### src/rtl/async_in_cond_pkg.sv
package async_in_cond_pkg;
   typedef enum logic {
      EDGE_RISE = 1'b0,
      EDGE_FALL = 1'b1
   } ain_edge_e;
endpackage

### src/rtl/ain_sync.sv
module ain_sync #(
   parameter int STAGES = 3
) (
   input  logic clk,
   input  logic rst_n,
   input  logic d,
   output logic q
);
   logic [STAGES-1:0] chain;

   always_ff @(posedge clk) begin
      if (!rst_n) chain <= '0;
      else        chain <= {chain[STAGES-2:0], d};
   end

   assign q = chain[STAGES-1];
endmodule

### src/rtl/ain_deglitch.sv
module ain_deglitch #(
   parameter int FILT_LEN = 3
) (
   input  logic clk,
   input  logic rst_n,
   input  logic d,
   output logic q
);
   generate
      if (FILT_LEN == 1) begin : g_bypass
         always_ff @(posedge clk) begin
            if (!rst_n) q <= 1'b0;
            else        q <= d;
         end
      end else begin : g_count
         localparam int CW = $clog2(FILT_LEN);
         localparam logic [CW-1:0] LAST = CW'(FILT_LEN - 1);
         logic [CW-1:0] run;

         always_ff @(posedge clk) begin
            if (!rst_n) begin
               q   <= 1'b0;
               run <= '0;
            end else if (d == q) begin
               run <= '0;
            end else if (run == LAST) begin
               q   <= d;
               run <= '0;
            end else begin
               run <= run + 1'b1;
            end
         end
      end
   endgenerate
endmodule

### src/rtl/ain_pulse.sv
module ain_pulse
   import async_in_cond_pkg::*;
#(
   parameter ain_edge_e EDGE        = EDGE_RISE,
   parameter int        STRETCH_LEN = 8
) (
   input  logic clk,
   input  logic rst_n,
   input  logic lvl,
   output logic pulse,
   output logic stretch
);
   localparam int SCW = $clog2(STRETCH_LEN + 1);
   localparam logic [SCW-1:0] RELOAD = SCW'(STRETCH_LEN);

   logic           lvl_q;
   logic           hit;
   logic [SCW-1:0] remain;

   generate
      if (EDGE == EDGE_RISE) begin : g_rise
         assign hit = lvl & ~lvl_q;
      end else begin : g_fall
         assign hit = ~lvl & lvl_q;
      end
   endgenerate

   always_ff @(posedge clk) begin
      if (!rst_n) begin
         lvl_q  <= 1'b0;
         pulse  <= 1'b0;
         remain <= '0;
      end else begin
         lvl_q <= lvl;
         pulse <= hit;
         if (hit)              remain <= RELOAD;
         else if (remain != 0) remain <= remain - 1'b1;
      end
   end

   assign stretch = (remain != '0);
endmodule

### src/rtl/async_in_cond.sv
module async_in_cond
   import async_in_cond_pkg::*;
#(
   parameter int        N_LINES     = 4,
   parameter int        SYNC_STAGES = 3,
   parameter int        FILT_LEN    = 4,
   parameter int        STRETCH_LEN = 8,
   parameter ain_edge_e EDGE        = EDGE_RISE
) (
   input  logic               clk,
   input  logic               rst_n,
   input  logic [N_LINES-1:0] raw_i,
   output logic [N_LINES-1:0] level_o,
   output logic [N_LINES-1:0] pulse_o,
   output logic [N_LINES-1:0] stretch_o
);
   if (N_LINES < 1) begin : g_bad_lines
      $error("async_in_cond: N_LINES must be at least 1");
   end
   if (SYNC_STAGES < 2) begin : g_bad_sync
      $error("async_in_cond: SYNC_STAGES must be at least 2");
   end
   if (FILT_LEN < 1) begin : g_bad_filt
      $error("async_in_cond: FILT_LEN must be at least 1");
   end
   if (STRETCH_LEN < 1) begin : g_bad_stretch
      $error("async_in_cond: STRETCH_LEN must be at least 1");
   end

   logic [N_LINES-1:0] synced;

   generate
      for (genvar i = 0; i < N_LINES; i++) begin : g_line
         ain_sync #(
            .STAGES (SYNC_STAGES)
         ) u_sync (
            .clk   (clk),
            .rst_n (rst_n),
            .d     (raw_i[i]),
            .q     (synced[i])
         );

         ain_deglitch #(
            .FILT_LEN (FILT_LEN)
         ) u_filt (
            .clk   (clk),
            .rst_n (rst_n),
            .d     (synced[i]),
            .q     (level_o[i])
         );

         ain_pulse #(
            .EDGE        (EDGE),
            .STRETCH_LEN (STRETCH_LEN)
         ) u_pulse (
            .clk     (clk),
            .rst_n   (rst_n),
            .lvl     (level_o[i]),
            .pulse   (pulse_o[i]),
            .stretch (stretch_o[i])
         );
      end
   endgenerate
endmodule

### config.mk
export PLATFORM = sky130hd
export DESIGN_NAME = async_in_cond
export DESIGN_NICKNAME = d
export VERILOG_FILES = /design/src/rtl/async_in_cond_pkg.sv /design/src/rtl/ain_sync.sv /design/src/rtl/ain_deglitch.sv /design/src/rtl/ain_pulse.sv /design/src/rtl/async_in_cond.sv
export SDC_FILE = /design/constraint.sdc
export NUM_CORES = 1
export LEC_CHECK = 0
export BUFFER_PORTS_ARGS = -buffer_cell sky130_fd_sc_hd__buf_2
export CORE_ASPECT_RATIO = 1.5
export CORE_MARGIN = 2
export CORE_UTILIZATION = 50
export CTS_CLUSTER_DIAMETER = 120
export DETAILED_ROUTE_END_ITERATION = 10
export GPL_TIMING_DRIVEN = 0
export PLACE_DENSITY_LB_ADDON = 0.05
export SYNTH_ARGS = -nofsm -noshare
export SYNTH_HDL_FRONTEND = slang
export SYNTH_HIERARCHICAL = 1
export SYNTH_SLANG_ARGS = --single-unit
export TNS_END_PERCENT = 50
### constraint.sdc
create_clock -name clk -period 1.55 [get_ports clk]
set_input_delay 0.2325 -clock clk [delete_from_list [all_inputs] [get_ports clk]]
set_output_delay 0.2325 -clock clk [all_outputs]
set_load 0.05 [all_outputs]
==> results.ini <==
[timing]
tightest_slew_ns=0.4571
setup_viol=4
fin_ws_ns=-0.05953
timing.fmax_mhz=621.3
finalHoldViolCount=0
fin_crit_sh_pct=103.8
slew_headroom_pct=69.53
rsz0062_at_grt=true
finalClockSkew_ns=0.004423
drv_slew=0
period_minus_slack_ns=1.610
hold_slack_ns=0.1464

[cells_and_area]
fin_nets=227
n_fill_cell=301
final_core_util_pct=64.64
seq_area_sq_um=970.9
layout-drive-gt1-share_pct=40.00
syn_to_final_growth_pct=25.67
multiInputGateArea_sq_um=900.9
n_antenna_cell=0

[grt]
grt_pass1_wl_um=4823
grt_max_degree=37
antenna_found_initial=0
grt_use_total_pct=15.28
grt_pass1_vias=1225
grt_overflow=0

[run_status]
violations=negative setup slack
outcome=complete, but fails checks

[synthesis]
yosys_warnings=6
netlist_instances=164
ys_seq_area_share_pct=51.20
syn_area_per_cell_sq_um=11.44
syn_nets=182
synth_cell_types=18
syn_area_sq_mm=0.001877
synth.ff_latch_count=48

[setup_path]
timing.critical_path.buf_inv=2
crit_path_max_fanout=2
cp_data_required_time_ns=1.32
r2r-start=g_line[2].u_pulse/remain[0]$_SDFFE_PP0P_
crit_type=reg2out
crit_family=simple AND/OR/NAND/NOR gates
rr_worst_depth=6
worstPathCellList=inv_2, ha_4, or3b_4, buf_8
arrival_ns=1.38
r2r_end=g_line[2].u_pulse/remain[0]$_SDFFE_PP0P_
cp-end-kind=output pin
reg2reg_slack_ns=0.16
start_kind=flip-flop
slowest_stage=or3b_4
slowest_delay_ns=0.39

[power]
irDropWorstVdd_mv=1.770
leakagePower_nw=1.007
seq_power_share_pct=34.2
netSwitchingFraction_pct=33.40
p_int_mw=3.068
p_comb_share_pct=50.0
switchingPower_mw=1.539
p_per_area_mw_per_mm2=1953
power_frac_clock_pct=15.8

[die]
fp-row-count=27
die_w_um=54.03
initial_core_util_pct=51.44
io_pins=18
core-area_sq_mm=0.003649
dieArea_sq_mm=0.004270
die_h_um=79.04

[clock_network]
clk_path_buf_depth=2
cts_buffers=5
insertion_delay_ns=0.29
clockRootBuffer=clkbuf_8
clkTransAtPathRegs_ns=0.08
cts_tree=built
clkSinkCount=48
cts.htree.levels=2

[hold_path]
min_to=g_line[3].u_sync/chain[0]$_SDFF_PN0_
hold-path-cell-count=2
min_path_type=in2reg
min-delay-start=raw_i[3]

[flow_run]
drv_cap=0

[drt]
detail_route.first_pass.iterations=4
drt_iter0_markers=14
postRouteAntennaNets=0
via_count=1241
wire_per_inst_um=11.33
drc=0
vias_per_cell=4.905
routed_wl_um=2867

[placed_design]
dp_hpwl_um=1756
gp_congestion=0.6128
portBuffers=17

## worst register-to-register path: cells and delay by family, from the launching register on
kind          cells  cell delay, ns
xor+xnor          1            0.14
fa+ha+maj         1            0.13
buf+inv           2            0.24
flops             1            0.33
simple gates      2            0.44
## metal layers
layer / GRT usage (%) / routed length [um] / vias to the layer above
met2: 27.80 / 1542 / 16
met4: 6.750 / 25 / 0
met3: 4.511 / 93 / 2
li1: - / - / 628
met1: 15.13 / 1206 / 595
met5: 0 / 0 / -
## cell type report
type	count	area share, %
clock buffer	8	3.820
sequential	48	41.17
timing repair buffer	42	13.26
tap	43	2.281
multi-input combinational	104	38.20
inverter	8	1.273
## registers in the layout, indices dropped and copies added, names as in the netlist
name,count
g_line.u_pulse/pulse,4
g_line.u_pulse/remain,16
g_line.u_filt/q,4
g_line.u_sync/chain,12
g_line.u_pulse/lvl_q,4
g_line.u_filt/g_count.run,8
## cell usage in the layout, fill, tap and decap left out, types with 6 or more instances in the layout
master    instances
dfxtp_1          40
buf_4            25
and2_1           16
buf_2            13
xnor2_1          12
nor2_1           12
mux2i_1           8
nor2b_1           8
ha_1              8
inv_2             8
dfxtp_2           8
clkbuf_8          6
## cells by family after synthesis
logic type,synth area share [%]
and+or+nand+nor,22.67
DFF,51.20
xor gates and xnor gates,5.600
buffers and inverters,4.000
adders and majority gates,8.000
AOI/OAI and AO/OA,4.267
muxes,4.267
## power groups by stage
stage | Clock, mW | Combinational, mW | Sequential (mW)
CTS | 0.762 | 2.23 | 1.56
floorplan | 0 | 1.37 | 1.56
detailed placement | 0 | 1.59 | 1.59
finish | 0.728 | 2.30 | 1.58
global route | 0.808 | 2.49 | 1.60
global placement | 0 | 1.53 | 1.58
## metrics by stage
stage	power [mW]	setup WS (ns)	cells	instance area (sq um)	TNS, ns
6_report	4.606	-0.05953	253	2359	-0.2107
5_1_grt	4.896	-0.1054	253	2359	-0.3978
4_1_cts	4.561	-0.1264	248	2326	-0.5025
3_5_place_dp	3.173	0.05067	224	2016	0
3_3_place_gp	3.110	0.07660	224	2016	0
2_1_floorplan	2.932	0.2156	164	1877	0
## cell usage after synthesis
cell type	number	share of area [%]
a211oi_2	4	2.7
a21boi_1	4	1.6
and2_1	16	5.3
and4bb_2	4	2.7
buf_6	4	2.4
dfxtp_1	48	51
ha_1	12	8.0
inv_1	8	1.6
mux2i_1	8	4.3
nand2_1	4	0.80
nand2b_1	4	1.3
nor2_1	12	2.4
nor2b_1	8	2.7
nor3_1	4	1.1
nor3b_2	4	2.7
nor4b_1	4	1.9
or3b_1	4	1.9
xnor2_1	12	5.6
## worst max path at each step
stage,from,slack [ns],cells after the start,to
6_report,g_line[2].u_pulse/remain[0]$_SDFFE_PP0P_,-0.06,4,stretch_o[2]
5_1_grt,g_line[3].u_pulse/remain[0]$_SDFFE_PP0P_,-0.11,4,stretch_o[3]
4_1_cts,g_line[2].u_pulse/remain[0]$_SDFFE_PP0P_,-0.13,5,stretch_o[2]
3_5_place_dp,g_line[1].u_pulse/remain[0]$_SDFFE_PP0P_,0.05,5,stretch_o[1]
3_3_place_gp,g_line[0].u_pulse/remain[0]$_SDFFE_PP0P_,0.08,5,stretch_o[0]
2_1_floorplan,g_line[0].u_pulse/remain[0]$_SDFFE_PP0P_,0.22,6,g_line[0].u_pulse/remain[0]$_SDFFE_PP0P_
## timing repair
action	in CTS	in global routing
pin swaps	2	2
gates resized for setup	36	4
endpoints found under the setup margin	4	4
setup buffers	16	9
endpoints found under the hold margin	0	0
hold buffers	0	0
No activity file was read; power rests on OpenSTA's default activity.
